**config.mk**
```make
export PLATFORM = sky130hd
export DESIGN_NAME = irq_source_bank
export DESIGN_NICKNAME = d
export VERILOG_FILES = /design/src/rtl/irq_src_pkg.sv /design/src/rtl/irq_src_slot.sv /design/src/rtl/irq_src_scan.sv /design/src/rtl/irq_src_out.sv /design/src/rtl/irq_source_bank.sv
export SDC_FILE = /design/constraint.sdc
export NUM_CORES = 1
export LEC_CHECK = 0
export BUFFER_PORTS_ARGS = -buffer_cell sky130_fd_sc_hd__buf_2
export CORE_MARGIN = 2
export CORE_UTILIZATION = 50
export DETAILED_ROUTE_END_ITERATION = 8
export HOLD_SLACK_MARGIN = 0.15
export PLACE_DENSITY_LB_ADDON = 0.3
export SLEW_MARGIN = 5
export SYNTH_ARGS = -nofsm -noshare
export SYNTH_HDL_FRONTEND = slang
export SYNTH_SLANG_ARGS = --single-unit
export TNS_END_PERCENT = 1
```
**constraint.sdc**
```tcl
create_clock -name clk -period 3.9 [get_ports clk]
set_clock_uncertainty 0.2 [all_clocks]
set_input_delay 0.585 -clock clk [delete_from_list [all_inputs] [get_ports clk]]
set_output_delay 0.585 -clock clk [all_outputs]
set_load 0.05 [all_outputs]
```
**src/rtl/irq_src_pkg.sv**
```systemverilog
package irq_src_pkg;

  typedef struct packed {
    logic asserted;   // level: input line currently high
    logic sent;       // level: present assertion already delivered
    logic rejected;   // message: refused by the presenter
    logic mpend;      // message: event seen while masked
  } src_stat_t;

  // True when a global number addresses local source idx of this bank.
  function automatic logic bank_hit(input int unsigned num, input int unsigned base,
                                    input int unsigned cnt, input int unsigned idx);
    return (num >= base) && (num < base + cnt) && ((num - base) == idx);
  endfunction

  // Global number of a local source.
  function automatic int unsigned glob_num(input int unsigned base, input int unsigned idx);
    return base + idx;
  endfunction

endpackage

```
**src/rtl/irq_src_slot.sv**
```systemverilog
module irq_src_slot
  import irq_src_pkg::*;
#(
  parameter int unsigned PRIO_W   = 8,
  parameter int unsigned SRV_W    = 4,
  parameter bit          IS_LEVEL = 1'b0
) (
  input  logic              clk,
  input  logic              rst_n,
  input  logic              lvl_in,
  input  logic              evt,
  input  logic              cfg_hit,
  input  logic [SRV_W-1:0]  cfg_srv,
  input  logic [PRIO_W-1:0] cfg_prio,
  input  logic              rej_hit,
  input  logic              eoi_hit,
  input  logic              scan_hit,
  input  logic              take,
  output logic              want_o,
  output logic [PRIO_W-1:0] prio_o,
  output logic [SRV_W-1:0]  srv_o,
  output src_stat_t         stat_o
);

  function automatic logic is_masked(input logic [PRIO_W-1:0] p);
    return &p;
  endfunction

  src_stat_t         st_q, st_d;
  logic [PRIO_W-1:0] prio_q, prio_d;
  logic [SRV_W-1:0]  srv_q, srv_d;
  logic              want_q, want_d;
  logic              lvl_chg;

  assign lvl_chg = lvl_in != st_q.asserted;

  always_comb begin
    st_d   = st_q;
    prio_d = prio_q;
    srv_d  = srv_q;
    want_d = want_q;
    if (take) want_d = 1'b0;
    if (cfg_hit) begin
      prio_d = cfg_prio;
      srv_d  = cfg_srv;
    end
    if (IS_LEVEL) begin
      if (rej_hit || eoi_hit) st_d.sent = 1'b0;
      if (cfg_hit && is_masked(prio_d) && want_d) begin
        want_d     = 1'b0;
        st_d.sent  = 1'b0;
      end
      st_d.asserted = lvl_in;
      if ((cfg_hit || lvl_chg || scan_hit) && st_d.asserted && !st_d.sent
          && !is_masked(prio_d)) begin
        st_d.sent = 1'b1;
        want_d    = 1'b1;
      end
    end else begin
      if (rej_hit) st_d.rejected = 1'b1;
      if (cfg_hit) begin
        if (is_masked(prio_d) && want_d) begin
          want_d     = 1'b0;
          st_d.mpend = 1'b1;
        end else if (!is_masked(prio_d) && st_d.mpend) begin
          st_d.mpend = 1'b0;
          want_d     = 1'b1;
        end
      end
      if (evt) begin
        if (is_masked(prio_d)) st_d.mpend = 1'b1;
        else                   want_d     = 1'b1;
      end
      if (scan_hit && st_d.rejected) begin
        st_d.rejected = 1'b0;
        if (!is_masked(prio_d)) want_d = 1'b1;
      end
    end
  end

  always_ff @(posedge clk or negedge rst_n) begin
    if (!rst_n) begin
      st_q   <= '0;
      prio_q <= '1;
      srv_q  <= '0;
      want_q <= 1'b0;
    end else begin
      st_q   <= st_d;
      prio_q <= prio_d;
      srv_q  <= srv_d;
      want_q <= want_d;
    end
  end

  assign want_o = want_q;
  assign prio_o = prio_q;
  assign srv_o  = srv_q;
  assign stat_o = st_q;

endmodule

```
**src/rtl/irq_src_scan.sv**
```systemverilog
module irq_src_scan #(
  parameter int unsigned NUM_SRC = 8,
  localparam int unsigned IDX_W  = (NUM_SRC > 1) ? $clog2(NUM_SRC) : 1
) (
  input  logic               clk,
  input  logic               rst_n,
  input  logic               start,
  output logic               busy_o,
  output logic [IDX_W-1:0]   idx_o,
  output logic [NUM_SRC-1:0] hit_o
);

  localparam logic [IDX_W-1:0] LAST = IDX_W'(NUM_SRC - 1);

  logic             busy_q;
  logic [IDX_W-1:0] idx_q;

  always_ff @(posedge clk or negedge rst_n) begin
    if (!rst_n) begin
      busy_q <= 1'b0;
      idx_q  <= '0;
    end else if (start) begin
      busy_q <= 1'b1;
      idx_q  <= '0;
    end else if (busy_q) begin
      if (idx_q == LAST) busy_q <= 1'b0;
      else               idx_q  <= idx_q + 1'b1;
    end
  end

  for (genvar i = 0; i < NUM_SRC; i++) begin : g_hit
    assign hit_o[i] = busy_q && (idx_q == IDX_W'(i));
  end

  assign busy_o = busy_q;
  assign idx_o  = idx_q;

endmodule

```
**src/rtl/irq_src_out.sv**
```systemverilog
module irq_src_out
  import irq_src_pkg::*;
#(
  parameter int unsigned NUM_SRC  = 8,
  parameter int unsigned PRIO_W   = 8,
  parameter int unsigned SRV_W    = 4,
  parameter int unsigned NUM_W    = 12,
  parameter int unsigned BASE_NUM = 16,
  localparam int unsigned IDX_W   = (NUM_SRC > 1) ? $clog2(NUM_SRC) : 1
) (
  input  logic                           clk,
  input  logic                           rst_n,
  input  logic [NUM_SRC-1:0]             want,
  input  logic [NUM_SRC-1:0][PRIO_W-1:0] prio_v,
  input  logic [NUM_SRC-1:0][SRV_W-1:0]  srv_v,
  input  logic                           ready,
  output logic [NUM_SRC-1:0]             take,
  output logic                           valid_o,
  output logic [NUM_W-1:0]               num_o,
  output logic [SRV_W-1:0]               srv_o,
  output logic [PRIO_W-1:0]              prio_o
);

  logic             found;
  logic [IDX_W-1:0] gidx;
  logic             load;
  logic             valid_q;
  logic [NUM_W-1:0] num_q;
  logic [SRV_W-1:0] srv_q;
  logic [PRIO_W-1:0] prio_q;

  // Lowest queued index wins.
  always_comb begin
    found = 1'b0;
    gidx  = '0;
    for (int i = NUM_SRC - 1; i >= 0; i--) begin
      if (want[i]) begin
        found = 1'b1;
        gidx  = IDX_W'(i);
      end
    end
  end

  assign load = found && (!valid_q || ready);
  assign take = load ? (NUM_SRC'(1) << gidx) : '0;

  always_ff @(posedge clk or negedge rst_n) begin
    if (!rst_n) begin
      valid_q <= 1'b0;
      num_q   <= '0;
      srv_q   <= '0;
      prio_q  <= '0;
    end else if (load) begin
      valid_q <= 1'b1;
      num_q   <= NUM_W'(glob_num(BASE_NUM, 32'(gidx)));
      srv_q   <= srv_v[gidx];
      prio_q  <= prio_v[gidx];
    end else if (ready) begin
      valid_q <= 1'b0;
    end
  end

  assign valid_o = valid_q;
  assign num_o   = num_q;
  assign srv_o   = srv_q;
  assign prio_o  = prio_q;

endmodule

```
**src/rtl/irq_source_bank.sv**
```systemverilog
module irq_source_bank
  import irq_src_pkg::*;
#(
  parameter int unsigned       NUM_SRC   = 8,
  parameter int unsigned       SRV_W     = 4,
  parameter int unsigned       PRIO_W    = 8,
  parameter int unsigned       NUM_W     = 12,
  parameter int unsigned       BASE_NUM  = 16,
  parameter logic [NUM_SRC-1:0] LEVEL_MAP = 8'hF0,
  localparam int unsigned      IDX_W     = (NUM_SRC > 1) ? $clog2(NUM_SRC) : 1
) (
  input  logic               clk,
  input  logic               rst_n,
  input  logic [NUM_SRC-1:0] src_level,
  input  logic [NUM_SRC-1:0] src_event,
  input  logic               cfg_we,
  input  logic [IDX_W-1:0]   cfg_idx,
  input  logic [SRV_W-1:0]   cfg_server,
  input  logic [PRIO_W-1:0]  cfg_prio,
  input  logic               rej_valid,
  input  logic [NUM_W-1:0]   rej_num,
  input  logic               eoi_valid,
  input  logic [NUM_W-1:0]   eoi_num,
  input  logic               resend_req,
  output logic               dlv_valid,
  input  logic               dlv_ready,
  output logic [NUM_W-1:0]   dlv_num,
  output logic [SRV_W-1:0]   dlv_server,
  output logic [PRIO_W-1:0]  dlv_prio
);

  logic [NUM_SRC-1:0]             cfg_hit;
  logic [NUM_SRC-1:0]             rej_hit;
  logic [NUM_SRC-1:0]             eoi_hit;
  logic [NUM_SRC-1:0]             scan_hit;
  logic [NUM_SRC-1:0]             take;
  logic [NUM_SRC-1:0]             want;
  logic [NUM_SRC-1:0][PRIO_W-1:0] src_prio;
  logic [NUM_SRC-1:0][SRV_W-1:0]  src_srv;
  src_stat_t [NUM_SRC-1:0]        src_stat;
  logic                           scan_busy;
  logic [IDX_W-1:0]               scan_idx;

  irq_src_scan #(.NUM_SRC(NUM_SRC)) scan_i (
    .clk    (clk),
    .rst_n  (rst_n),
    .start  (resend_req),
    .busy_o (scan_busy),
    .idx_o  (scan_idx),
    .hit_o  (scan_hit)
  );

  for (genvar i = 0; i < NUM_SRC; i++) begin : g_src
    assign cfg_hit[i] = cfg_we && (cfg_idx == IDX_W'(i));
    assign rej_hit[i] = rej_valid && bank_hit(32'(rej_num), BASE_NUM, NUM_SRC, i);
    assign eoi_hit[i] = eoi_valid && bank_hit(32'(eoi_num), BASE_NUM, NUM_SRC, i);

    irq_src_slot #(
      .PRIO_W   (PRIO_W),
      .SRV_W    (SRV_W),
      .IS_LEVEL (LEVEL_MAP[i])
    ) slot_i (
      .clk      (clk),
      .rst_n    (rst_n),
      .lvl_in   (src_level[i]),
      .evt      (src_event[i]),
      .cfg_hit  (cfg_hit[i]),
      .cfg_srv  (cfg_server),
      .cfg_prio (cfg_prio),
      .rej_hit  (rej_hit[i]),
      .eoi_hit  (eoi_hit[i]),
      .scan_hit (scan_hit[i]),
      .take     (take[i]),
      .want_o   (want[i]),
      .prio_o   (src_prio[i]),
      .srv_o    (src_srv[i]),
      .stat_o   (src_stat[i])
    );
  end

  irq_src_out #(
    .NUM_SRC  (NUM_SRC),
    .PRIO_W   (PRIO_W),
    .SRV_W    (SRV_W),
    .NUM_W    (NUM_W),
    .BASE_NUM (BASE_NUM)
  ) out_i (
    .clk     (clk),
    .rst_n   (rst_n),
    .want    (want),
    .prio_v  (src_prio),
    .srv_v   (src_srv),
    .ready   (dlv_ready),
    .take    (take),
    .valid_o (dlv_valid),
    .num_o   (dlv_num),
    .srv_o   (dlv_server),
    .prio_o  (dlv_prio)
  );

endmodule

```
======== Yosys cells after proc, flatten, opt, wreduce, memory -nomap -nowiden ========
Cells that the tools add are included.
cells by class
  add/sub/neg operators ................... 4
  $lt $le $gt $ge ......................... 5
  equality and inequality tests ........... 30
  shift-type cells ........................ 1
  multiplexer cells ....................... 121
  reduce and logical (&&, ||, !) cells .... 115
operators with widths
  cell                                                                 count
  == test 32 x 3 -> 1 bit (second input constant)                      8
  two-way mux 1 bit                                                    97
  two-way mux 8 bit                                                    10
  logical AND 1 bit                                                    75
  == test 32 x 2 -> 1 bit (second input constant)                      2
  AND reduction 8 bit                                                  8
  two-way mux 3 bit                                                    11
  == test 32 x 1 -> 1 bit (second input constant)                      1
  logical NOT 32 bit                                                   1
  subtractor 12 x 5 -> 13 bit (second input constant)                  2
  binary-select mux 8 bit (select 3 bit)                               1
  == test 3 bit (second input constant)                                8
  greater-or-equal comparator 12 x 5 -> 1 bit (second input constant)  2
  < comparator 12 x 5 -> 1 bit (second input constant)                 2
  logical NOT 1 bit                                                    13
  logical OR 1 bit                                                     13
  binary-select mux 4 bit (select 3 bit)                               1
  == test 3 x 2 -> 1 bit (second input constant)                       4
  << shifter 1 x 3 -> 8 bit (first input constant)                     1
  adder 5 x 3 -> 6 bit (first input constant)                          1
  == test 3 x 1 -> 1 bit (second input constant)                       2
  logical NOT 3 bit                                                    2
  < comparator 3 x 4 -> 1 bit (second input constant)                  1
  two-way mux 4 bit                                                    1
  other kinds (5)                                                      9
storage, ports and cells
  register bits ........................... 149
  input bits .............................. 62
  output and inout bits ................... 25
  logic and storage cells ................. 322

======== Depth between registers and ports, before layout ========
Gate-level depths: netlist of run 1.
  depth in word-level cells ............... 18
  gate-level depth with buffers ........... 8

======== Cells and area by module ========
A second synthesis of run 1 with hierarchy kept.
second synthesis, totals
  cells, all modules ...................... 705
  area, all modules ....................... 7,687.4 um^2
by module, submodules not included
  module                               times used  cells each  area each (um^2)
  irq_src_slot at g_src[4].slot_i ...  4           51          690.7
  irq_src_slot at g_src[0].slot_i ...  4           57          658.1
  irq_src_out                          1           193         1,632.8
  irq_source_bank                      1           49          345.3
  irq_src_scan                         1           31          314.1

======== Least setup slack after synthesis of run 1 ========
No wires, ideal clock.
  kind .................................... input to register
  start point ............................. in rej_num[9]
  end point ............................... reg g_src[5].slot_i.st_q, in the netlist g_src[5].slot_i.stat_o[2]
  library setup time ...................... 0.131 ns
  arrival time ............................ 2.207 ns
  path slack .............................. 1.362 ns
  stages .................................. 5
  path through ............................ or4_4 -> or4_4 -> o221ai_2 -> a21oi_1 -> or3_1
RTL lines
  item                    line                   source
  start: declaration      irq_source_bank.sv:21  input logic [NUM_W-1:0] rej_num,
  end signal: assignment  irq_src_slot.sv:88     st_q <= st_d;
  end: declaration        irq_src_slot.sv:29     src_stat_t st_q, st_d;

======== Final worst setup path of run 1 ========
  start point ............................. reg g_src[7].slot_i.want_q
  end point ............................... reg out_i.srv_q[0], in the netlist out_i.srv_o[0]
on the way
  longest elaborated chain between the ends .. 10
  elaborated cells on any way between the ends .. 19
  those cells by class .................... mux (18); reduce/logical (1)
ends and longest elaborated chain
  item                                     line                source
  start: declaration                       irq_src_slot.sv:32  logic want_q, want_d;
  start signal: assignment                 irq_src_slot.sv:91  want_q <= want_d;
  two-way mux 3 bit (8 in series)          irq_src_out.sv:37   if (want[i]) begin
  binary-select mux 4 bit (select 3 bit)   irq_src_out.sv:56   srv_q <= srv_v[gidx];
  two-way mux 4 bit (implied by the code)  irq_src_out.sv:56
  end signal: assignment                   irq_src_out.sv:56
  end: declaration                         irq_src_out.sv:29   logic [SRV_W-1:0] srv_q;
Several ways; a longest one is shown, not always the timed one. The select of a mux whose other input is x is not followed.
A chain may end at the register's enable or synchronous reset.

==> run metrics, run 1 <==
outcome=finished, final reports clean; sort of element at the end of the critical path=flop; final routed wire length divided by cell count=20.3 µm; height of the die=122 µm; largest net degree at the start of global routing=79; initial DRC count=530; worst slew margin relative to its limit=38.0%; Clk Tree Root Cell=sky130_fd_sc_hd__clkbuf_16; post-synthesis cell type count=68; clock tree buffer depth=2; area used by multi-input combinational logic=3150 µm²; cell repeated most along the worst path=sky130_fd_sc_hd__buf_4; Worst Hold Endpoint=scan_i.idx_o[0]; number of clock sinks=141; placed cell area=7530 µm²; sequential fraction of the synthesis area=51.6%; sequential standard cell area=3610 µm²; IO Port Bufs=70; highest fanout seen on the critical path=13; Hold Crit Depth=2; Post-synth EDFFs=0; kind of critical path=reg -> reg; router iterations before antenna repair=6; number of stages on the worst setup path=7; Critical Path Start Type=flop; depth of the worst register-to-register path=7; Placement Setup Slack=1.09 ns; launch point of the worst path=g_src[7].slot_i.want_o; post-synthesis area per instance=10.6 µm²; CP Buf/Inv Count=2; Area Growth Syn to Fin=15.8%; area share of the largest cell type after synthesis=27.6%; highest-delay cell along the critical path=sky130_fd_sc_hd__o311a_1; Post-CTS Setup Repair Bufs=0; setup repair after global routing missed its margin=false; Initial Utilization=50.7%; most instantiated library cell after synthesis=sky130_fd_sc_hd__nand2_1; Post-Syn Instances=662; clk_lat worst skew=0.43 ns; number of H-tree levels=4; half-perimeter wire length after placement=13000 µm; category of cells accounting for the largest share of critical-path delay=compound AO/OA/AOI/OAI gates; time the worst path needs with I/O delays and setup=2.88 ns; crit path DAT=2.96 ns; # DRC=0; number of antenna-violating nets in the routed design=0; total power=4.17 mW; total number of vias=5592; average vias per placed instance=6.06; total routed wirelength=18800 µm; number of clock buffers inserted by TritonCTS=17; clock tree from TritonCTS=built; worst min-delay path class=in -> reg; ratio of total power to cell area=515 nW/µm²; Cell Rows=43; vias in the first global route=5555; net total in the final layout=798; highest cell delay on the worst timing path=0.52 ns; accumulated negative setup slack=0 ns; GPL Wtd Cong=0.880; Final Hold Viols=0; data required time at the worst endpoint=3.98 ns; number of register bits inferred by synthesis=141; area of all placed cells without fillers=8090 µm²; Primary FF master, synth=sky130_fd_sc_hd__dfrtp_1; share of the core filled with cells=58.7%; crit-path cells=nor2b_1, o311a_1, buf_4, buf_4, mux2_1, a222oi_1, o221ai_1; Hold Crit Start=resend_req; Static Leakage=3.49 nW; largest cells by area after synthesis=sky130_fd_sc_hd__dfrtp_1 28%, sky130_fd_sc_hd__dfstp_2 24%, sky130_fd_sc_hd__mux2_2 9.2%; post-synthesis async set-or-reset flop share=100%; total I/O pin count=87; overall track demand over capacity in global routing=26.6%; number of filler cells placed in the layout=1175; area of the die=14900 µm²; actual transition at the worst max-transition pin=0.928 ns; post-layout worst setup margin=1.02 ns; Die Wd=122 µm; max-slew violation count=0; total of warnings raised by yosys=0; terminus of the critical flop-to-flop path=out_i.srv_o[0]; clock slew seen by the registers of the worst setup and hold paths=0.06 ns; max capacitance violation total=0; Setup Viol. Count Final=0; # diodes=0; synthesized area=6990 µm²; highest clock frequency the design can meet=0.347 GHz; maximum vdd ir drop=258 µV; R2R Path Start=g_src[7].slot_i.want_o; global-route wire length before repair=29800 µm; largest area contributor in the synthesized netlist=sky130_fd_sc_hd__dfrtp_1; initial antenna violation count=0; share of the clock period used by the worst path after layout=73.8%; register-to-register setup slack=1.02 ns; Overflow after GRT=0; area of the core=13800 µm²; Post-synth top cells=137 x sky130_fd_sc_hd__nand2_1, 77 x sky130_fd_sc_hd__dfrtp_1, 64 x sky130_fd_sc_hd__dfstp_2, 57 x sky130_fd_sc_hd__mux2_2, 30 x sky130_fd_sc_hd__clkbuf_1; share of post-route cells with drive strength above 1=32.0%
-- metrics by stage --
stage,cells,hold WS (ns)
floorplan,669,0.0894
global placement,886,0.244
detailed placement,886,0.251
CTS,923,0.163
global route,923,0.166
finish,923,0.177
-- cell type report --
type,instances,area share [%]
multi-input cells,465,39.0
clock inverters,2,0.124
clock buffers,30,6.23
inverters,15,0.696
flip-flops and latches,141,44.6
repair buffers,90,6.57
well taps,180,2.78
-- power by group --
group          switching (mW)  internal, mW  total, mW
registers               0.190          1.82       2.01
clock network           0.576         0.861       1.44
logic                   0.422         0.298      0.720
-- worst max-delay path by stage --
stage	to	slack, ns
4_1_cts	out_i.srv_o[0]	1.07
2_1_floorplan	g_src[5].slot_i.stat_o[2]	1.36
3_3_place_gp	out_i.srv_o[0]	1.15
5_1_grt	out_i.srv_o[0]	0.82
3_5_place_dp	out_i.srv_o[0]	1.09
6_report	out_i.srv_o[0]	1.02
-- cells by family (layout without fill, tap and decap cells) --
| logic type | Yosys count | after routing | share of synthesized area, % |
|---|---|---|---|
| XOR/XNOR | 1 | 1 | 0.125 |
| buffers and inverters | 63 | 137 | 3.99 |
| adder cells (fa/ha/maj) | 6 | 6 | 1.07 |
| flip-flops | 141 | 141 | 51.6 |
| other | 1 | 8 | 0.0537 |
| multiplexers | 87 | 87 | 13.9 |
| AND/OR/NAND/NOR | 243 | 243 | 16.6 |
| AO/OA/AOI/OAI | 120 | 120 | 12.6 |
-- sequential cells by signal, indices dropped and copies added, names as in the netlist --
register             count
g_src.slot_i.stat_o     16
scan_i.busy_o            1
out_i.prio_o             8
g_src.slot_i.want_o      8
out_i.srv_o              4
out_i.num_o              4
g_src.slot_i.prio_o     64
scan_i.idx_o             3
g_src.slot_i.srv_o      32
out_i.valid_o            1
-- layout by cell type (no fill, tap or decap), types with 6 or more instances in the layout --
master | synthesis | final
sky130_fd_sc_hd__nand2_1 | 137 | 137
sky130_fd_sc_hd__o21ai_1 | 7 | 7
sky130_fd_sc_hd__inv_1 | 15 | 15
sky130_fd_sc_hd__clkbuf_1 | 30 | 10
sky130_fd_sc_hd__nor2b_1 | 7 | 7
sky130_fd_sc_hd__nand3_1 | 13 | 13
sky130_fd_sc_hd__mux2_1 | 25 | 25
sky130_fd_sc_hd__conb_1 | 1 | 8
sky130_fd_sc_hd__mux2_2 | 57 | 57
sky130_fd_sc_hd__a31oi_1 | 10 | 10
sky130_fd_sc_hd__nand4_1 | 19 | 19
sky130_fd_sc_hd__dfrtp_1 | 77 | 77
sky130_fd_sc_hd__a22oi_1 | 21 | 21
sky130_fd_sc_hd__o21ai_0 | 8 | 8
sky130_fd_sc_hd__dfstp_2 | 64 | 64
sky130_fd_sc_hd__a222oi_1 | 12 | 12
sky130_fd_sc_hd__ha_1 | 6 | 6
sky130_fd_sc_hd__a21oi_1 | 20 | 20
sky130_fd_sc_hd__clkbuf_16 | 0 | 17
sky130_fd_sc_hd__buf_4 | 9 | 14
sky130_fd_sc_hd__nor2_1 | 26 | 26
sky130_fd_sc_hd__buf_2 | 7 | 69
sky130_fd_sc_hd__o221ai_1 | 13 | 13
-- per-layer routing --
metal / up-vias / part of all wire [%] / GRT usage [%]
met5: - / 0 / 0
met4: 0 / 1.9 / 8.69
met3: 29 / 7.3 / 5.30
met2: 258 / 49 / 42.8
met1: 2773 / 42 / 36.3
li1: 2532 / - / -
-- what timing repair did --
action | in CTS | in global routing
hold buffers | 5 | 0
gates resized for setup | 0 | 0
hold endpoints to repair | 39 | 0
Power figures use the tool's default switching activity.
==> inputs of run 2 (changes only) <==
- ABC_AREA: unset -> 1
- clock period: 3.9 -> 2.5 ns (I/O delays scaled with it)
==> run metrics, run 2 <==
total internal power=4.74 mW; flip-flop count of the largest register, all copies and words added=64; Clk Tree Root Cell=sky130_fd_sc_hd__clkbuf_16; setup repair after global routing missed its margin=true; largest net degree at the start of global routing=53; post-synthesis cell type count=40; router iterations before antenna repair=6; initial DRC count=713; Static Leakage=4.17 nW; Post-Syn Instances=906; total number of vias=6600; maximum vdd ir drop=519 µV; proportion of power drawn by flip-flops and latches=44.9%; switching power as a share of total power=29.1%; share of post-route cells with drive strength above 1=20.8%; area of the core=14000 µm²; number of H-tree levels=4; Final Hold Viols=0; part of the total power dissipated in the clock network=36.3%; sequential standard cell area=3610 µm²; highest fanout seen on the critical path=20; most common cell after layout, fill and taps aside=sky130_fd_sc_hd__nand2_1; highest cell delay on the worst timing path=0.54 ns; # diodes=0; # DRC=0; most used cells in the layout excluding fill and tap cells=285 x sky130_fd_sc_hd__nand2_1, 95 x sky130_fd_sc_hd__nand3_1, 81 x sky130_fd_sc_hd__o21ai_0; overall track demand over capacity in global routing=26.4%; ratio of total power to cell area=774 nW/µm²; net switching power=1.94 mW; Cell Rows=43; launch point of the worst path=cfg_idx[1]; GPL Wtd Cong=0.841; sequential fraction of the synthesis area=49.9%; clock tree buffer depth=2; half-perimeter wire length after placement=13400 µm; Worst Hold Endpoint=g_src[5].slot_i.srv_o[0]; number of clock buffers inserted by TritonCTS=17; max-slew violation count=0; sort of element at the end of the critical path=flop; Primary FF master, synth=sky130_fd_sc_hd__dfrtp_1; initial antenna violation count=1; kind of critical path=in -> reg; largest cells by area after synthesis=sky130_fd_sc_hd__dfrtp_1 27%, sky130_fd_sc_hd__dfstp_2 23%, sky130_fd_sc_hd__nand2_1 15%; max capacitance violation total=0; depth of the worst register-to-register path=10; Post-synth top cells=285 x sky130_fd_sc_hd__nand2_1, 95 x sky130_fd_sc_hd__nand3_1, 87 x sky130_fd_sc_hd__o21ai_0, 77 x sky130_fd_sc_hd__dfrtp_1, 66 x sky130_fd_sc_hd__inv_1; total routed wirelength=19500 µm; total of warnings raised by yosys=0; Overflow after GRT=0; clock tree from TritonCTS=built; Placement Setup Slack=0.190 ns; synthesized area=7220 µm²; Initial Utilization=51.6%; highest clock frequency the design can meet=0.417 GHz; time the worst path needs with I/O delays and setup=2.40 ns; Setup Viol. Count Final=0; R2R Path Start=g_src[3].slot_i.want_o; data required time at the worst endpoint=2.61 ns; crit path DAT=2.50 ns; clk_lat worst skew=0.42 ns; Post-CTS Setup Repair Bufs=0; global-route wire length before repair=32400 µm; combinational fraction of design power=18.9%; vias in the first global route=6418; hold slack=0.151 ns; area of the die=15400 µm²; final routed wire length divided by cell count=16.3 µm; Hold Crit Start=cfg_server[0]; Hold Crit Depth=3; Post-synth EDFFs=0; number of register bits inferred by synthesis=141; area share of the largest cell type after synthesis=26.7%; outcome=finished, final reports clean; largest area contributor in the synthesized netlist=sky130_fd_sc_hd__dfrtp_1; most instantiated library cell after synthesis=sky130_fd_sc_hd__nand2_1; number of antenna-violating nets in the routed design=0; number of filler cells placed in the layout=1218; Critical Path Start Type=input port; average vias per placed instance=5.52; worst min-delay path class=in -> reg; number of clock sinks=141; post-layout worst setup margin=0.102 ns; height of the die=124 µm; Die Wd=124 µm; net total in the final layout=1070; Area Growth Syn to Fin=19.6%; terminus of the critical flop-to-flop path=g_src[5].slot_i.want_o; crit-path cells=dlygate4sd3_1, buf_2, inv_1, nor2_2, nand2_2, buf_4, nand2_1, o21ai_0, and2_1, nand4_1, o21ai_0, nand2_1; post-synthesis area per instance=7.97 µm²; clock slew seen by the registers of the worst setup and hold paths=0.06 ns; post-synthesis async set-or-reset flop share=100%; total I/O pin count=87; register-to-register setup slack=0.22 ns; highest-delay cell along the critical path=sky130_fd_sc_hd__dlygate4sd3_1; share of the core filled with cells=61.7%; share of the clock period used by the worst path after layout=95.9%; area used by multi-input combinational logic=3140 µm²; IO Port Bufs=70
-- run 2: changes by cell type after synthesis, moves of 7 or more --
cell / before / now
sky130_fd_sc_hd__nand3_1: 13 / 95
sky130_fd_sc_hd__o221ai_1: 13 / 0
sky130_fd_sc_hd__nor2_1: 26 / 36
sky130_fd_sc_hd__a222oi_1: 12 / 0
sky130_fd_sc_hd__a22oi_1: 21 / 2
sky130_fd_sc_hd__nand2_1: 137 / 285
sky130_fd_sc_hd__nand3b_1: 1 / 26
sky130_fd_sc_hd__mux2_2: 57 / 0
sky130_fd_sc_hd__a21oi_1: 20 / 8
sky130_fd_sc_hd__nor2b_1: 7 / 0
sky130_fd_sc_hd__nand4_1: 19 / 44
sky130_fd_sc_hd__o21ai_0: 8 / 87
sky130_fd_sc_hd__inv_1: 15 / 66
sky130_fd_sc_hd__mux2_1: 25 / 0
-- run 2: how the worst max path moves through the flow --
| stage | depth (start not counted) | endpoint |
|---|---|---|
| after global routing | 12 | g_src[2].slot_i.want_o |
| final | 12 | g_src[2].slot_i.want_o |
| after global placement | 10 | g_src[2].slot_i.want_o |
| after CTS | 11 | g_src[2].slot_i.want_o |
| after floorplan | 7 | g_src[3].slot_i.want_o |
| after detailed placement | 11 | g_src[5].slot_i.want_o |
-- run 2: critical path: cells and delay by family --
kind            cells  cell delay (ns)
buf+inv             4             1.03
simple gates        6             0.82
compound gates      2             0.27
-- run 2: cell families after synthesis --
family | after synthesis | share of synthesized area, %
other | 1 | 0.0519
buffers and inverters | 120 | 7.12
and+or+nand+nor | 511 | 32.0
adders and majority gates | 6 | 1.04
AOI/OAI and AO/OA | 127 | 9.80
DFF | 141 | 49.9
-- run 2: final cells by class --
class	instances	share of cell area, %
Clock buffer	31	6.23
Clock inverter	1	0.348
Inverter	71	3.09
Multi-Input combinational cell	652	36.3
Sequential cell	141	41.8
Tap cell	180	2.61
Timing Repair Buffer	119	9.60
-- run 2: repair_timing --
action,in CTS,in global routing
resized for setup,0,5
endpoints found under the setup margin,0,5
endpoints found under the hold margin,145,0
hold buffers,22,0
-- run 2: routing by layer --
| metal | vias to the layer above | global-route usage (%) | part of all wire, % |
|---|---|---|---|
| met4 | 0 | 8.06 | 1.7 |
| li1 | 3186 | - | - |
| met5 | - | 0 | 0 |
| met2 | 241 | 40.5 | 46 |
| met1 | 3143 | 37.5 | 45 |
| met3 | 30 | 6.24 | 7.7 |
-- run 2: power by group through the flow --
stage | combinational [mW] | clock, mW | sequential, mW
floorplan | 0.693 | 0 | 3.16
global placement | 1.20 | 0 | 3.01
detailed placement | 1.22 | 0 | 3.02
CTS | 1.26 | 2.45 | 2.99
global route | 1.41 | 2.58 | 3.05
finish | 1.26 | 2.42 | 3.00
-- run 2: stage by stage --
step	cells	instance area [µm²]	setup TNS, ns	power (mW)
detailed placement	1141	7850	0	4.24
floorplan	913	7250	0	3.85
finish	1195	8640	0	6.68
CTS	1195	8640	0	6.70
global route	1195	8640	-0.0879	7.04
global placement	1141	7850	0	4.21
==> inputs of run 3 (changes only) <==
- CORE_UTILIZATION: 50 -> 40
==> run metrics, run 3 (same netlist as run 2, synthesis figures left out) <==
outcome=finished, final reports clean; Setup Viol. Count Final=0; height of the die=138 µm; maximum vdd ir drop=492 µV; Static Leakage=4.24 nW; crit path DAT=2.59 ns; setup repair after global routing missed its margin=true; Overflow after GRT=0; net total in the final layout=1077; ratio of total power to cell area=772 nW/µm²; total routed wirelength=20500 µm; overall track demand over capacity in global routing=21.5%; launch point of the worst path=cfg_idx[1]; highest fanout seen on the critical path=4; global-route wire length before repair=32600 µm; Initial Utilization=40.5%; time the worst path needs with I/O delays and setup=2.42 ns; Critical Path Start Type=input port; number of clock buffers inserted by TritonCTS=17; Final Hold Viols=0; Hold Crit Depth=3; sort of element at the end of the critical path=flop; number of H-tree levels=4; most used cells in the layout excluding fill and tap cells=285 x sky130_fd_sc_hd__nand2_1, 95 x sky130_fd_sc_hd__nand3_1, 77 x sky130_fd_sc_hd__o21ai_0, 77 x sky130_fd_sc_hd__dfrtp_1, 69 x sky130_fd_sc_hd__buf_2; proportion of power drawn by flip-flops and latches=44.2%; total internal power=4.71 mW; clk_lat worst skew=0.43 ns; final routed wire length divided by cell count=16.4 µm; data required time at the worst endpoint=2.67 ns; part of the total power dissipated in the clock network=37.0%; net switching power=2.09 mW; average vias per placed instance=5.25; share of post-route cells with drive strength above 1=21.6%; initial DRC count=597; GPL Wtd Cong=0.825; clock slew seen by the registers of the worst setup and hold paths=0.06 ns; crit-path cells=dlygate4sd3_1, buf_2, nor2_4, nand3_1, dlygate4sd3_1, nand2_1, nand2_1, nor2_1, nand2_1, nor2_1, nand3_1, nand2_1, nand2_1, nand2_1; Cell Rows=49; clock tree from TritonCTS=built; largest net degree at the start of global routing=62; half-perimeter wire length after placement=14200 µm; number of filler cells placed in the layout=1702; most common cell after layout, fill and taps aside=sky130_fd_sc_hd__nand2_1; Placement Setup Slack=0.156 ns; flip-flop count of the largest register, all copies and words added=64; kind of critical path=in -> reg; # diodes=0; accumulated negative setup slack=0 ns; total I/O pin count=87; highest cell delay on the worst timing path=0.57 ns; area of the die=19200 µm²; post-layout worst setup margin=0.0765 ns; number of antenna-violating nets in the routed design=0; total number of vias=6569; placed cell area=7910 µm²; clock tree buffer depth=2; highest-delay cell along the critical path=sky130_fd_sc_hd__dlygate4sd3_1; max-slew violation count=0; highest clock frequency the design can meet=0.413 GHz; number of instances in the placed design=1190; vias in the first global route=6124; Clk Tree Root Cell=sky130_fd_sc_hd__clkbuf_16; depth of the worst register-to-register path=14; area of the core=17800 µm²; initial antenna violation count=0; switching power as a share of total power=30.7%; max capacitance violation total=0; router iterations before antenna repair=8; area of all placed cells without fillers=8810 µm²; cell repeated most along the worst path=sky130_fd_sc_hd__nand2_1; IO Port Bufs=70; combinational fraction of design power=18.8%; number of clock sinks=141; Area Growth Syn to Fin=21.9%; R2R Path Start=g_src[6].slot_i.want_o; Hold Crit Start=cfg_server[1]; worst min-delay path class=in -> reg; # DRC=0; share of the core filled with cells=49.4%; final standard cell count with taps included and fillers excluded=1251; share of the clock period used by the worst path after layout=96.9%; Die Wd=138 µm
==> run 3: cell types whose count changed in the layout (fill, tap and decap cells not counted), sizes merged <==
cell         change
clkbuf          -13
clkinv           +7
dlygate4sd3      +5
clkinvlp         +4
buf              +2
bufinv           +1
inv              +1
==> run 3: power by group through the flow <==
stage | combinational (mW) | clock (mW) | sequential [mW]
detailed placement | 1.23 | 0 | 3.03
finish | 1.28 | 2.52 | 3.00
floorplan | 0.693 | 0 | 3.16
global route | 1.43 | 2.64 | 3.05
global placement | 1.22 | 0 | 3.02
CTS | 1.27 | 2.55 | 3.00
==> run 3: area by class of cell <==
type	instances	area (µm²)	share of cell area, %
tap	229	287	3.25
clock buffer	18	439	4.99
sequential	141	3610	41.0
clock inverter	14	145	1.65
inverter	71	267	3.03
multi-input combinational	652	3150	35.8
timing repair buffer	126	907	10.3
==> run 3: final timing paths <==
| check | endpoint | slack, ns |
|---|---|---|
| max | g_src[4].slot_i.want_o | 0.08 |
| max in group asynchronous | g_src[3].slot_i.prio_o[0] | 1.15 |
| max reg2reg | g_src[4].slot_i.want_o | 0.26 |
| min reg2reg | out_i.num_o[4] | 0.27 |
| min | g_src[6].slot_i.srv_o[1] | 0.17 |
| min in group asynchronous | scan_i.idx_o[0] | 0.21 |
==> run 3: worst max-delay path, delay by kind of cell <==
family	cells	cell delay, ns
buffers and inverters	3	1.26
AND/OR/NAND/NOR	11	0.96
==> run 3: timing repair <==
item / 4_1_cts / 5_1_grt
endpoints found under the setup margin: 0 / 10
hold buffers: 27 / 0
endpoints found under the hold margin: 143 / 0
buffers inserted: 0 / 2
resized for setup: 0 / 12
==> run 3: routing by layer <==
metal	global-route usage (%)	vias to the layer above	wire length, µm
li1	-	3203	-
met1	30.6	3128	9690
met2	33.4	213	9320
met3	4.30	25	1140
met4	6.77	0	353
met5	0	-	0
==> run 3: stage by stage <==
step                      total power [mW]  hold WS [ns]
after floorplan                       3.85        -0.121
after global placement                4.24         0.102
after detailed placement              4.26         0.106
after CTS                             6.82         0.154
after global routing                  7.11         0.216
final                                 6.80         0.166
